File: config.mk
export PLATFORM = sky130hd
export DESIGN_NAME = membus_spi_bridge
export DESIGN_NICKNAME = d
export VERILOG_FILES = /design/src/rtl/spibr_pkg.sv /design/src/rtl/spibr_datapath.sv /design/src/rtl/spibr_ctrl.sv /design/src/rtl/membus_spi_bridge.sv
export SDC_FILE = /design/constraint.sdc
export NUM_CORES = 1
export LEC_CHECK = 0
export ABC_CLOCK_PERIOD_IN_PS = 4400
export CELL_PAD_IN_SITES_DETAIL_PLACEMENT = 1
export CELL_PAD_IN_SITES_GLOBAL_PLACEMENT = 2
export CORE_MARGIN = 1
export CORE_UTILIZATION = 38
export DETAILED_ROUTE_END_ITERATION = 10
export PLACE_DENSITY_LB_ADDON = 0.1
export SKIP_LAST_GASP = 1
export SYNTH_ARGS = -nofsm -noshare
export SYNTH_HDL_FRONTEND = slang
export SYNTH_HIERARCHICAL = 1
export SYNTH_SLANG_ARGS = --single-unit
File: constraint.sdc
create_clock -name clk -period 4.4 [get_ports clk]
set_input_delay 0.88 -clock clk [delete_from_list [all_inputs] [get_ports clk]]
set_output_delay 0.88 -clock clk [all_outputs]
set_load 0.01 [all_outputs]
File: src/rtl/spibr_pkg.sv
package spibr_pkg;

  localparam int ADDR_W = 22;
  localparam int DATA_W = 8;
  localparam int KIND_W = 2;
  localparam int HDR_W  = ADDR_W + KIND_W;

  typedef enum logic [KIND_W-1:0] {
    KIND_READ  = 2'b00,
    KIND_CMD   = 2'b01,
    KIND_WRITE = 2'b10
  } xferKind_t;

  typedef enum logic [2:0] {
    SEL_HDR0,
    SEL_HDR1,
    SEL_HDR2,
    SEL_DUMMY,
    SEL_DATA
  } byteSel_t;

  typedef struct packed {
    logic     capture;
    logic     start;
    byteSel_t sel;
    logic     csLow;
    logic     latchRd;
    logic     bumpAddr;
  } ctrlStrobe_t;

endpackage

File: src/rtl/spibr_datapath.sv
module spibr_datapath
  import spibr_pkg::*;
#(
  parameter int SCLK_DIV    = 4,
  parameter int IDLE_CYCLES = 48
) (
  input  logic              clk,
  input  logic              rstN,
  input  ctrlStrobe_t       strb,
  input  xferKind_t         hostKind,
  input  logic [ADDR_W-1:0] hostAddr,
  input  logic [DATA_W-1:0] hostWdata,
  input  logic              spiMiso,
  output logic              spiSclk,
  output logic              spiMosi,
  output logic              spiCsN,
  output logic [DATA_W-1:0] hostRdata,
  output logic              byteDone,
  output logic              busy,
  output logic              sameStream,
  output logic              reqIsRead
);

  localparam int HALF   = SCLK_DIV / 2;
  localparam int PH_W   = (HALF > 1) ? $clog2(HALF) : 1;
  localparam int BIT_W  = $clog2(DATA_W);
  localparam int CSH_W  = $clog2(SCLK_DIV + 1) + 1;
  localparam int IDL_W  = $clog2(IDLE_CYCLES + 3) + 1;

  xferKind_t         reqKind;
  logic [ADDR_W-1:0] reqAddr;
  logic [DATA_W-1:0] reqData;
  xferKind_t         streamKind;
  logic [ADDR_W-1:0] nextAddr;

  logic [DATA_W-1:0] txShift;
  logic [DATA_W-1:0] rxShift;
  logic [BIT_W-1:0]  bitCnt;
  logic [PH_W-1:0]   phaseCnt;
  logic              sclkR;
  logic              activeR;
  logic              csNR;
  logic [DATA_W-1:0] rdataR;
  logic [DATA_W-1:0] txByte;
  logic [HDR_W-1:0]  hdrWord;
  logic              phaseEnd;
  logic              lastBit;

  assign hdrWord  = {reqKind, reqAddr};
  assign phaseEnd = (phaseCnt == PH_W'(HALF - 1));
  assign lastBit  = (bitCnt == BIT_W'(DATA_W - 1));

  always_comb begin
    unique case (strb.sel)
      SEL_HDR0:  txByte = hdrWord[HDR_W-1 -: DATA_W];
      SEL_HDR1:  txByte = hdrWord[HDR_W-1-DATA_W -: DATA_W];
      SEL_HDR2:  txByte = hdrWord[DATA_W-1:0];
      SEL_DUMMY: txByte = '0;
      SEL_DATA:  txByte = (reqKind == KIND_READ) ? '0 : reqData;
      default:   txByte = '0;
    endcase
  end

  // request latch and stream tracking
  always_ff @(posedge clk) begin
    if (!rstN) begin
      reqKind    <= KIND_READ;
      reqAddr    <= '0;
      reqData    <= '0;
      streamKind <= KIND_READ;
      nextAddr   <= '0;
    end else begin
      if (strb.capture) begin
        reqKind <= hostKind;
        reqAddr <= hostAddr;
        reqData <= hostWdata;
      end
      if (strb.bumpAddr) begin
        nextAddr   <= reqAddr + 1'b1;
        streamKind <= reqKind;
      end
    end
  end

  assign sameStream = (reqKind == streamKind) && (reqAddr == nextAddr);
  assign reqIsRead  = (reqKind == KIND_READ);

  // byte shift engine, mode 0
  always_ff @(posedge clk) begin
    if (!rstN) begin
      txShift  <= '0;
      rxShift  <= '0;
      bitCnt   <= '0;
      phaseCnt <= '0;
      sclkR    <= 1'b0;
      activeR  <= 1'b0;
    end else if (strb.start) begin
      txShift  <= txByte;
      bitCnt   <= '0;
      phaseCnt <= '0;
      sclkR    <= 1'b0;
      activeR  <= 1'b1;
    end else if (activeR) begin
      if (phaseEnd) begin
        phaseCnt <= '0;
        if (!sclkR) begin
          sclkR   <= 1'b1;
          rxShift <= {rxShift[DATA_W-2:0], spiMiso};
        end else begin
          sclkR <= 1'b0;
          if (lastBit) begin
            activeR <= 1'b0;
          end else begin
            bitCnt  <= bitCnt + 1'b1;
            txShift <= {txShift[DATA_W-2:0], 1'b0};
          end
        end
      end else begin
        phaseCnt <= phaseCnt + 1'b1;
      end
    end
  end

  assign byteDone = activeR && sclkR && phaseEnd && lastBit;

  always_ff @(posedge clk) begin
    if (!rstN) begin
      csNR   <= 1'b1;
      rdataR <= '0;
    end else begin
      csNR <= !strb.csLow;
      if (strb.latchRd && reqKind == KIND_READ) rdataR <= rxShift;
    end
  end

  assign spiSclk   = sclkR;
  assign spiMosi   = activeR ? txShift[DATA_W-1] : 1'b0;
  assign spiCsN    = csNR;
  assign hostRdata = rdataR;
  assign busy      = activeR;

  // checker counters
  logic [CSH_W-1:0] csHighCnt;
  logic [IDL_W-1:0] idleLowCnt;

  always_ff @(posedge clk) begin
    if (!rstN) begin
      csHighCnt  <= CSH_W'(SCLK_DIV);
      idleLowCnt <= '0;
    end else begin
      if (!csNR) csHighCnt <= '0;
      else if (csHighCnt < CSH_W'(SCLK_DIV)) csHighCnt <= csHighCnt + 1'b1;
      if (!csNR && !activeR) begin
        if (idleLowCnt < IDL_W'(IDLE_CYCLES + 2)) idleLowCnt <= idleLowCnt + 1'b1;
      end else begin
        idleLowCnt <= '0;
      end
    end
  end

  assert_sclk_idle_low_R9: assert property (@(posedge clk) disable iff (!rstN)
    csNR |-> !sclkR);

  assert_cs_gap_R6: assert property (@(posedge clk) disable iff (!rstN)
    (csNR && strb.csLow) |-> (csHighCnt >= CSH_W'(SCLK_DIV - 1)));

  assert_idle_release_R7: assert property (@(posedge clk) disable iff (!rstN)
    idleLowCnt <= IDL_W'(IDLE_CYCLES + 1));

endmodule

File: src/rtl/spibr_ctrl.sv
module spibr_ctrl
  import spibr_pkg::*;
#(
  parameter int SCLK_DIV    = 4,
  parameter int IDLE_CYCLES = 48
) (
  input  logic        clk,
  input  logic        rstN,
  input  logic        hostRd,
  input  logic        hostWr,
  input  logic        hostCmd,
  input  logic        byteDone,
  input  logic        sameStream,
  input  logic        reqIsRead,
  output ctrlStrobe_t strb,
  output xferKind_t   hostKind,
  output logic        hostReady
);

  localparam int GAP_W = $clog2(SCLK_DIV + 1);
  localparam int IDC_W = $clog2(IDLE_CYCLES + 1);

  typedef enum logic [3:0] {
    ST_IDLE, ST_PREP, ST_GAP, ST_HDR0, ST_HDR1, ST_HDR2,
    ST_DUMMY, ST_DATA, ST_HOLD
  } ctrlState_t;

  ctrlState_t       state, nextState;
  logic             csOn, csLowNext;
  logic             pend, pendNext;
  logic [GAP_W-1:0] gapCnt;
  logic [IDC_W-1:0] idleCnt;
  logic             accept;

  assign hostReady = (state == ST_IDLE) || (state == ST_HOLD);
  assign accept    = hostReady && (hostRd || hostWr || hostCmd);

  always_comb begin
    if (hostWr)       hostKind = KIND_WRITE;
    else if (hostCmd) hostKind = KIND_CMD;
    else              hostKind = KIND_READ;
  end

  always_comb begin
    strb      = '0;
    strb.sel  = SEL_DATA;
    csLowNext = csOn;
    pendNext  = pend;
    nextState = state;
    unique case (state)
      ST_IDLE: begin
        if (accept) begin
          strb.capture = 1'b1;
          nextState    = ST_PREP;
        end
      end
      ST_PREP: begin
        if (csOn && sameStream) begin
          strb.start = 1'b1;
          strb.sel   = SEL_DATA;
          nextState  = ST_DATA;
        end else if (csOn) begin
          csLowNext = 1'b0;
          pendNext  = 1'b1;
          nextState = ST_GAP;
        end else begin
          strb.start = 1'b1;
          strb.sel   = SEL_HDR0;
          csLowNext  = 1'b1;
          nextState  = ST_HDR0;
        end
      end
      ST_GAP: begin
        if (gapCnt == GAP_W'(SCLK_DIV - 1)) begin
          if (pend) begin
            strb.start = 1'b1;
            strb.sel   = SEL_HDR0;
            csLowNext  = 1'b1;
            pendNext   = 1'b0;
            nextState  = ST_HDR0;
          end else begin
            nextState = ST_IDLE;
          end
        end
      end
      ST_HDR0: begin
        if (byteDone) begin
          strb.start = 1'b1;
          strb.sel   = SEL_HDR1;
          nextState  = ST_HDR1;
        end
      end
      ST_HDR1: begin
        if (byteDone) begin
          strb.start = 1'b1;
          strb.sel   = SEL_HDR2;
          nextState  = ST_HDR2;
        end
      end
      ST_HDR2: begin
        if (byteDone) begin
          strb.start = 1'b1;
          if (reqIsRead) begin
            strb.sel  = SEL_DUMMY;
            nextState = ST_DUMMY;
          end else begin
            strb.sel  = SEL_DATA;
            nextState = ST_DATA;
          end
        end
      end
      ST_DUMMY: begin
        if (byteDone) begin
          strb.start = 1'b1;
          strb.sel   = SEL_DATA;
          nextState  = ST_DATA;
        end
      end
      ST_DATA: begin
        if (byteDone) begin
          strb.latchRd  = 1'b1;
          strb.bumpAddr = 1'b1;
          nextState     = ST_HOLD;
        end
      end
      ST_HOLD: begin
        if (accept) begin
          strb.capture = 1'b1;
          nextState    = ST_PREP;
        end else if (idleCnt == IDC_W'(IDLE_CYCLES - 1)) begin
          csLowNext = 1'b0;
          pendNext  = 1'b0;
          nextState = ST_GAP;
        end
      end
      default: nextState = ST_IDLE;
    endcase
    strb.csLow = csLowNext;
  end

  always_ff @(posedge clk) begin
    if (!rstN) begin
      state   <= ST_IDLE;
      csOn    <= 1'b0;
      pend    <= 1'b0;
      gapCnt  <= '0;
      idleCnt <= '0;
    end else begin
      state   <= nextState;
      csOn    <= csLowNext;
      pend    <= pendNext;
      gapCnt  <= (state == ST_GAP)  ? gapCnt + 1'b1  : '0;
      idleCnt <= (state == ST_HOLD) ? idleCnt + 1'b1 : '0;
    end
  end

  assert_start_needs_idle_engine_R8: assert property (@(posedge clk) disable iff (!rstN)
    (strb.start && !byteDone) |-> (state == ST_PREP || state == ST_GAP));

endmodule

File: src/rtl/membus_spi_bridge.sv
module membus_spi_bridge
  import spibr_pkg::*;
#(
  parameter int SCLK_DIV    = 4,
  parameter int IDLE_CYCLES = 48
) (
  input  logic        clk,
  input  logic        rstN,
  input  logic [21:0] hostAddr,
  input  logic [7:0]  hostWdata,
  input  logic        hostRd,
  input  logic        hostWr,
  input  logic        hostCmd,
  output logic [7:0]  hostRdata,
  output logic        hostReady,
  output logic        spiSclk,
  output logic        spiMosi,
  input  logic        spiMiso,
  output logic        spiCsN
);

  ctrlStrobe_t strb;
  xferKind_t   hostKind;
  logic        byteDone;
  logic        busy;
  logic        sameStream;
  logic        reqIsRead;

  spibr_ctrl #(.SCLK_DIV(SCLK_DIV), .IDLE_CYCLES(IDLE_CYCLES)) u_ctrl (
    .clk(clk), .rstN(rstN),
    .hostRd(hostRd), .hostWr(hostWr), .hostCmd(hostCmd),
    .byteDone(byteDone), .sameStream(sameStream), .reqIsRead(reqIsRead),
    .strb(strb), .hostKind(hostKind), .hostReady(hostReady)
  );

  spibr_datapath #(.SCLK_DIV(SCLK_DIV), .IDLE_CYCLES(IDLE_CYCLES)) u_dp (
    .clk(clk), .rstN(rstN), .strb(strb), .hostKind(hostKind),
    .hostAddr(hostAddr), .hostWdata(hostWdata), .spiMiso(spiMiso),
    .spiSclk(spiSclk), .spiMosi(spiMosi), .spiCsN(spiCsN),
    .hostRdata(hostRdata), .byteDone(byteDone), .busy(busy),
    .sameStream(sameStream), .reqIsRead(reqIsRead)
  );

  assert_accept_drops_ready_R8: assert property (@(posedge clk) disable iff (!rstN)
    (hostReady && (hostRd || hostWr || hostCmd)) |=> !hostReady);

  assert_ready_low_busy_R8: assert property (@(posedge clk) disable iff (!rstN)
    busy |-> !hostReady);

  assert_rdata_hold_R3: assert property (@(posedge clk) disable iff (!rstN)
    (hostReady && $past(hostReady)) |-> $stable(hostRdata));

endmodule

# [Word level (Yosys, flattened, before mapping)]
# Index checks and enable logic that the tools add are counted.
[word_totals] mem_bits_rw=0 wordCells=142 register_bits=102 mem_count=0 rom_bits=0 input_bits=36 latchBits=0 out_inout_bits=12
[op_classes] order_cmp=0 bitwise_logic=4 multipliers=0 n_eq_ne=29 reduce_logical=28 shift=0 addsub=5 mux=58 div=0
[op_table] op="$mux 4" count=18
[op_table] op="$mux 8" count=6
[op_table] op="$pmux 4 s9" count=1
[op_table] op="$pmux 8 s4" count=1
[op_table] op="$mux 1" count=24
[op_table] op="$pmux 4 s6" count=1
[op_table] op="$add 22x1->22 const B" count=1
[op_table] op="$eq 22x22->1" count=1
[op_table] op="$ne 2x2->1 const B" count=9
[op_table] op="$eq 4x3->1 const B" count=4
[op_table] op="$reduce_and 4->1" count=3
[op_table] op="$eq 4x2->1 const B" count=2
[op_table] op="$mux 2" count=4
[op_table] op="$reduce_and 8->1" count=1
[op_table] op="$logic_and 1x1->1" count=7
[op_table] op="$add 3x1->3 const B" count=2
[op_table] op="$add 6x1->6 const B" count=1
[op_table] op="$eq 3x2->1 const B" count=2
[op_table] op="$eq 3x3->1 const B" count=2
[op_table] op="$eq 6x6->1 const B" count=1
[op_table] op="$ne 2x1->1 const B" count=3
[op_table] op="$pmux 1 s3" count=2
[op_table] op="$reduce_and 2->1" count=3
[op_table] op="$reduce_and 6->1" count=1
[op_table] op="16 further kinds" count=24

# [Logic depth before layout (Yosys ltp)]
# Gate-level depths: netlist (run 1).
[logic_depth] ltp_word=8 ltp_mapped=12 depth_no_buf=12

# [Hierarchy]
# Netlist (run 1), hierarchy kept.
[modules_own_cells] module="spibr_datapath" seq_area_each_um2=1741.7 area_each_um2=4096.4 instances=1 cells_per_inst=473
[modules_own_cells] module="spibr_ctrl" seq_area_each_um2=300.3 area_each_um2=1036.0 instances=1 cells_per_inst=126

# [Worst setup path after synthesis (run 1)]
# Ideal clock, no wire load.
[synth_path] path_kind="register -> register" from="register u_ctrl.gapCnt[0]" to="register u_dp.txShift[0]" setup_ns=0.092 period_less_slack_ns=2.517 setup_slack_ns=1.883 path_stages_with_launch=10 arrival_ns=2.424 t_required_ns=4.308 path_buffers=0 path_cell_list="dfxtp_1 > ha_1 > ha_1 > a311o_1 > nand3_1 > a21o_1 > clkinv_1 > nor4_1 > a22oi_1 > o32ai_1"
[synth_rtl] element="from (decl)" line_no="spibr_ctrl.sv:31" rtl="logic [GAP_W-1:0] gapCnt;"
[synth_rtl] element="from (signal assigned)" line_no="spibr_ctrl.sv:152" rtl="gapCnt <= (state == ST_GAP) ? gapCnt + 1'b1 : '0;"
[synth_rtl] element="to (signal assigned)" line_no="spibr_datapath.sv:98" rtl="txShift <= txByte;"
[synth_rtl] element="to (signal assigned)" line_no="spibr_datapath.sv:115" rtl="txShift <= {txShift[DATA_W-2:0], 1'b0};"
[synth_rtl] element="to (decl)" line_no="spibr_datapath.sv:36" rtl="logic [DATA_W-1:0] txShift;"

==> results of run 1 <==
layout make-up:
class | instances | area [um^2]
Fill cell | 1530 | 7280
Multi-Input combinational cell | 423 | 2760
Sequential cell | 102 | 2040
Timing Repair Buffer | 53 | 515
Clock buffer | 11 | 243
Tap cell | 176 | 220
Inverter | 20 | 75.1
Clock inverter | 4 | 55.1
layer usage:
metal,up-vias,GRT usage
met4,0,0.100
li1,2124,-
met1,2078,0.254
met5,-,0
met3,16,0.0265
met2,64,0.336
per-stage QoR:
step | utilization | worst slack [ns] | instance area, um^2 | total power, mW
detailed placement | 0.426 | 1.34 | 5620 | 2.40
global placement | 0.426 | 1.41 | 5620 | 2.36
global route | 0.448 | 1.15 | 5910 | 3.41
CTS | 0.448 | 1.48 | 5910 | 3.23
floorplan | - | 1.88 | 5130 | 2.11
finish | 0.448 | 1.47 | 5910 | 3.19
worst max path at each step:
stage | endpoint | slack [ns] | cells after the start
2_1_floorplan | u_dp/txShift[0] | 1.88 | 9
4_1_cts | u_dp/txShift[7] | 1.48 | 10
5_1_grt | u_dp/txShift[2] | 1.15 | 10
6_report | u_dp/txShift[2] | 1.47 | 10
3_3_place_gp | u_dp/reqAddr[14] | 1.41 | 6
3_5_place_dp | u_dp/reqAddr[9] | 1.34 | 6
kinds of logic after synthesis:
group	count (synthesis)	synth area share
AND/OR/NAND/NOR	203	0.194
buffers and inverters	74	0.0658
XOR/XNOR	43	0.0734
flip-flops	102	0.398
adder cells (fa/ha/maj)	6	0.0146
AO/OA/AOI/OAI	125	0.165
multiplexers	46	0.0897
flip-flops by register name, summed over array words and instances, names as in the netlist, 3 cells and up:
signal          count
u_dp/txShift        8
u_ctrl/state        4
u_ctrl/gapCnt       3
u_dp/rxShift        8
u_ctrl/idleCnt      6
u_dp/bitCnt         3
u_dp/reqAddr       22
u_dp/reqData        8
u_dp/nextAddr      22
u_dp/hostRdata      8
placed cells by master, fill, tap and decap left out, types with 4 or more instances in the layout:
cell,instances
sky130_fd_sc_hd__a21oi_1,36
sky130_fd_sc_hd__o221ai_1,8
sky130_fd_sc_hd__o2bb2ai_1,8
sky130_fd_sc_hd__o21ai_0,28
sky130_fd_sc_hd__or3_1,8
sky130_fd_sc_hd__nor2b_1,10
sky130_fd_sc_hd__nand4_1,8
sky130_fd_sc_hd__mux2i_1,46
sky130_fd_sc_hd__clkbuf_16,9
sky130_fd_sc_hd__nor3_1,11
sky130_fd_sc_hd__inv_1,18
sky130_fd_sc_hd__ha_1,6
sky130_fd_sc_hd__a211oi_1,4
sky130_fd_sc_hd__a31oi_1,8
sky130_fd_sc_hd__xor2_1,21
sky130_fd_sc_hd__a221oi_1,7
sky130_fd_sc_hd__nor4_1,8
sky130_fd_sc_hd__xnor2_1,22
sky130_fd_sc_hd__nand2_1,51
sky130_fd_sc_hd__or4_1,5
sky130_fd_sc_hd__dfxtp_1,102
sky130_fd_sc_hd__nor2_1,68
sky130_fd_sc_hd__buf_4,6
sky130_fd_sc_hd__nand3_1,9
sky130_fd_sc_hd__clkdlybuf4s50_1,47
sky130_fd_sc_hd__and3_1,7
report_power, final:
part           total [mW]  leakage, nW  internal [mW]  switching (mW)
registers            1.33        0.830           1.07           0.266
logic                1.04         1.19          0.487           0.556
clock network       0.811        0.143          0.458           0.353
==> summary.md, run 1 <==
Residual DRC count: 0. The most frequently used cell type in the post-synthesis netlist is sky130_fd_sc_hd__dfxtp_1. Leaving out filler cells and counting taps, the final layout contains 789.

The fraction of registers with async set or reset after synthesis came out at 0. The core region is 0.0132 mm^2. The fraction of synthesized cell area taken by the top area cell type came out at 0.398. The floorplan step defined a die boundary enclosing 0.0140 mm^2. Of all nets on the critical path, the largest fanout is 12.

Max-cap violations in this run came to 0. Synthesis produced a netlist whose cell count is 599. The die is 118 um tall.

The max-slew headroom at the worst pin is 0.348. For the sequential area share after synthesis, the log shows 0.398. For this design, the slowest cell found on the critical path is sky130_fd_sc_hd__and3_1. The starting DRC count in detailed routing was 244.

The number of primary I/O pins was 48. For the worst supply voltage drop on vdd, the log shows 0.000206 V. After synthesis, the most frequently instantiated cells are sky130_fd_sc_hd__dfxtp_1, sky130_fd_sc_hd__nor2_1, sky130_fd_sc_hd__nand2_1.

During synthesis, Yosys emitted a total of 6 warnings. For the final max-slew violation count, the log shows 0. The H-tree was split into 3 levels.

In this run, synthesis inferred 0 flip-flops with an integrated enable. Dividing the synthesized area by the synthesized cell count gives 8.57 um^2. The hold path endpoint is u_ctrl/gapCnt[0]. Entering global routing, the biggest net connects 46 pins.

The actual slew at the worst max-slew pin came out at 0.976 ns. After synthesis the cells add up to 0.00513 mm^2. Among cell families on the critical path, the largest total delay comes from simple AND/OR/NAND/NOR gates. The detailed router put a total of 6.15 mm of wire on met1. The flow ran to the end, and the final reports show no timing, DRC or antenna violations. The number of nets in the finished design was 651. The worst hold path begins at u_ctrl/gapCnt[0]. The antenna diode instance count came out at 0. The highest metal layer carrying signal wires in the routed design is met4.

The total congestion overflow is 0. Among all flip-flop cells after synthesis, the most frequent one is sky130_fd_sc_hd__dfxtp_1. The largest total area in the synthesized netlist belongs to sky130_fd_sc_hd__dfxtp_1. The number of rows in the core area was 42; the total of buffers placed on input and output ports was 47.

Power per unit of standard cell area: 539 mW/mm^2. The total setup buffers inserted after CTS came out at 0. The clock passes through at most 2 buffers. Counting tap cells, the placed design contains a total of 774 instances.

Depth of the worst register-to-register path: 10. Hold timing on the final database bottoms out at a slack of 0.436 ns. Yosys mapped the design onto 57 distinct sky130hd cell types. The static leakage power was 2.17 nW. For the clock skew, the log shows 0.00637 ns. The tools report the summed negative setup slack over all endpoints as 0 ns. The startpoint of the worst setup timing path is u_dp/bitCnt[0].

For the finished layout, the period the worst path requires is 2.93 ns. Fraction of the cycle the final worst path needs: 0.666. The global-route wire length before repair was 22.3 mm; the global-route usage over all layers was 0.201.

At the end of routability-driven placement, the weighted congestion stood at 0.804. The synthesized design contains 102 register bits. The via-per-instance ratio came out at 5.43.

The detail route stage leaves a number of antenna-violating nets equal to 0. Walking the worst path, the cells encountered are ha_1 -> ha_1 -> nand3_1 -> nor2_1 -> nor2b_1 -> and3_1 -> nor2b_1 -> o2bb2ai_1 -> a221oi_1 -> nor2_1. In the post-synthesis netlist, the biggest area contributors are sky130_fd_sc_hd__dfxtp_1, sky130_fd_sc_hd__mux2i_1, sky130_fd_sc_hd__nor2_1, sky130_fd_sc_hd__xnor2_1, sky130_fd_sc_hd__nand2_1. Counting both buffers and inverters, the worst setup path holds a total of 0. The initial antenna violation count was 0. On the worst path, the slowest cell contributes a delay of 0.61 ns.

Compared with the post-synthesis result, the final layout area differs by 15.2%. At the later pin of the worst-skew pair, clock insertion delay measures 0.35 ns. The clock slew seen by the registers of the worst setup and hold paths was 0.07 ns; the number of nets produced by synthesis was 641. The tools report the root buffer cell as sky130_fd_sc_hd__clkbuf_16. Data on the critical path is required at its endpoint by 4.63 ns.

The die is 118 um wide. TritonCTS built the clock tree. The detailed-routed wire length on met2 is 6.56 mm, and the hold-fix buffer count after cts is 0.

Clock tree synthesis found a total of 102 sinks. The count of cells along the worst hold path was 1. The first detailed-routing pass ran for 4 iterations. The run gives 4282 as the overall via count from detail_route. For the achievable frequency, the log shows 0.342 GHz.

Setup repair after global routing left no endpoint under its margin. The worst register-to-register path begins at u_dp/bitCnt[0]. After clock tree synthesis, the repair step resized 0 gates. For the post-DP HPWL, the log shows 9.42 mm. The endpoint of the worst-slack reg-to-reg timing path is u_dp/txShift[2]. Data arrives at the worst endpoint at 3.16 ns.

After detailed routing, the met3 layer carries 321 um of wire. The kind of path behind the tightest hold check was reg -> reg. The worst setup path is captured at a register. Setup violations remaining at the end of the flow were counted as 0. The worst-case register-to-register setup slack is 1.47 ns.

The number of global-route vias before repair is 4343. The type of element launching the critical path is a register. The tools report the effective utilization at floorplan as 0.389. The wire length reported by the detailed router is 13.3 mm.

Critical setup path kind: reg -> reg. The share of layout cells above drive strength 1 was 0.0522; the clock buffer count from CTS was 9. The number of endpoints with negative hold slack in the final report was 0.

Post-detailed-route wirelength per cell: 16.8 um.
Note: power is estimated with default switching activity, not from simulation.
==> run 2: changes to the inputs <==
ABC_CLOCK_PERIOD_IN_PS = 2800   (was 4400)
CORE_UTILIZATION = 35   (was 38)
clock period = 2.8 ns   (was 4.4 ns; I/O delays follow)
==> summary.md, run 2 (same netlist as run 1, synthesis figures left out) <==
The logs give 0.197 for the global-route usage over all layers and 4 for the number of iterations in the first detailed-routing pass. After the first detailed-routing iteration, the DRC count stood at 191. Walking the worst path, the cells encountered are xor2_1 -> nor4_1 -> nand4_1 -> nor3_1 -> buf_4 -> nand2b_1 -> a32oi_1 -> o21ai_0 -> buf_4 -> o21a_1 -> o221ai_1 -> nor2_1. The cell family with the largest share of critical-path delay was simple AND/OR/NAND/NOR gates. The number of setup buffers added after CTS is 0. In this run, CTS created clock tree buffers numbering 9. Number of antenna-violating nets in the routed design: 0.

In the routed design, unresolved DRC markers number 0. Largest fanout on the critical path: 8. The die is 123 um wide. The repair_antennas step left the layout with diodes totalling 0. For the clock skew, the log shows 0.00497 ns. The total of buffers placed on input and output ports was 47; the die area was 0.0152 mm^2. Summing all flip-flop and latch instances after layout gives 0.00204 mm^2. Summed over all layers, the global routing overflow is 0.

For the worst-skew pair, the clock arrives at the later sink with an insertion delay of 0.35 ns. The run gives 0 as the hold-fix buffer count after cts. Setup repair after global routing left no endpoint under its margin. The kind of path behind the tightest hold check was reg -> reg.

The run gives 0.819 as the weighted congestion at the end of routability-driven global placement. The tools report the root buffer cell as sky130_fd_sc_hd__clkbuf_16. The number of levels the H-tree was split into came out at 3. The global-route wire length before repair came out at 22.7 mm. The initial antenna violation count is 0. The run gives 0 as the number of setup violations in the final report. For this design, the slowest cell found on the critical path is sky130_fd_sc_hd__nor4_1. Dividing the detail-routed via count by the number of cells gives 5.26.

TritonCTS built the clock tree. Area after detailed placement: 0.00591 mm^2. After the last flow step, the layout net total stands at 688.

The worst setup path is launched from a register. At the pin with the least slew margin, the transition time is 0.706 ns. The worst endpoint data arrival time came out at 2.85 ns. After clock tree synthesis, the clock-pin slew on the worst setup and hold paths is 0.07 ns. Leaving out fill and tap cells, the most frequent cell in the layout is sky130_fd_sc_hd__dfxtp_1.

The share of layout cells above drive strength 1 was 0.103. The flow ran to the end, and the final reports show no timing, DRC or antenna violations. The static leakage power is 2.34 nW. Fill cells in the final layout number 1659. From bottom edge to top edge, the die measures 123 um.

Dividing the detail-routed wire length by the instance count gives 16.8 um. Clock tree synthesis found a total of 102 sinks. In the final layout, the registers with the most flip-flops are u_dp/nextAddr x22, u_dp/reqAddr x22.

The core region is 0.0141 mm^2. The run gives 0.523 as the max-slew headroom at the worst pin. Pin placement for this block handled 48 I/O pins. The tools report the final max-slew violation count as 0.

The library cells used most frequently in the layout, excluding fill and tap cells, are sky130_fd_sc_hd__dfxtp_1, sky130_fd_sc_hd__nor2_1, sky130_fd_sc_hd__nand2_1. Cell occurring most often along the worst timing path: sky130_fd_sc_hd__buf_4. The worst supply voltage drop on vdd was 0.000319 V; the overall via count from detail_route was 4362.

The critical path endpoint category was a register. Based on the critical path, the design can be clocked at up to 0.390 GHz. Across the run, the number of max-cap violations was 0.

Detailed placement ended at an HPWL of 9.94 mm. Entering global routing, the biggest net connects 59 pins. Once layout is done, the placed cells without fillers occupy 0.00617 mm^2.

Once layout is complete, the cells apart from fillers number 830. Buffering stage count on the worst path with inverters included: 2. The floorplan has 43 rows. Effective utilization at floorplan: 0.364.

Counting along the longest clock path gives a buffer depth of 2. The multi-input logic area is 0.00277 mm^2, and the signed area change from the synthesized netlist to the final layout is 20.3%. In this run the power density over the cells is 832 mW/mm^2. The summed negative setup slack over all endpoints came out at 0 ns.

Counting I/O delays and the setup requirement, the final critical path takes 2.56 ns. The critical setup path kind is reg -> reg. In this run, placement finished with an instance count of 815. The wire length reported by the detailed router came out at 13.9 mm. The fraction of the cycle the final worst path needs was 0.915; the required arrival time at the worst endpoint was 3.08 ns. The number of global-route vias before repair was 4435; the peak per-stage delay on the critical path was 0.40 ns.

The number of endpoints with negative hold slack in the final report is 0.
run 2: changes by cell type in the layout (fill, tap and decap cells not counted), sizes merged:
cell | previous run | this run
inv | 20 | 18
bufinv | 1 | 0
clkbuf | 11 | 14
buf | 6 | 43
run 2: worst reg2reg max path: cells and delay by family (launching register included):
kind / cells / cell delay, ns
and+or+nand+nor: 5 / 0.98
AOI/OAI and AO/OA: 4 / 0.68
buffers and inverters: 2 / 0.34
DFF: 1 / 0.33
xor gates and xnor gates: 1 / 0.16
run 2: power by group:
part           switching [mW]  total, mW  internal, mW  leakage, nW
clock network           0.539       1.14         0.601        0.117
registers               0.173       1.85          1.68        0.830
logic                    1.17       2.14         0.974         1.40
run 2: area by class of cell:
cell class	instances	share of cell area
flip-flops and latches	102	0.331
well taps	180	0.0365
clock buffers	14	0.0395
clock inverters	1	0.00122
inverters	20	0.0122
repair buffers	90	0.131
multi-input cells	423	0.449
run 2: worst paths after layout:
kind                                         end  depth (start not counted)              start  slack, ns
worst min register to register  u_ctrl/gapCnt[0]                          1   u_ctrl/gapCnt[0]       0.44
worst max register to register   u_dp/txShift[2]                         12  u_dp/nextAddr[15]       0.24
worst max-delay path             u_dp/txShift[2]                         12  u_dp/nextAddr[15]       0.24
worst min-delay path            u_ctrl/gapCnt[0]                          1   u_ctrl/gapCnt[0]       0.44
run 2: what timing repair did:
item | in CTS | in global routing
resized for setup | 0 | 2
endpoints found under the setup margin | 0 | 10
hold endpoints to repair | 0 | 0
run 2: through the flow:
stage,power [mW],util,setup slack [ns],hold WS [ns]
floorplan,3.32,-,0.283,0.398
global placement,4.00,0.419,0.322,0.407
detailed placement,4.02,0.419,0.187,0.431
CTS,5.20,0.437,0.151,0.441
global route,5.47,0.438,0.0226,0.453
finish,5.14,0.438,0.237,0.435
run 2: metal layers:
metal	vias up	routed length, um	track usage
met3	12	337	0.0392
li1	2192	-	-
met2	50	7080	0.351
met4	0	153	0.0572
met5	-	0	0
met1	2108	6360	0.237
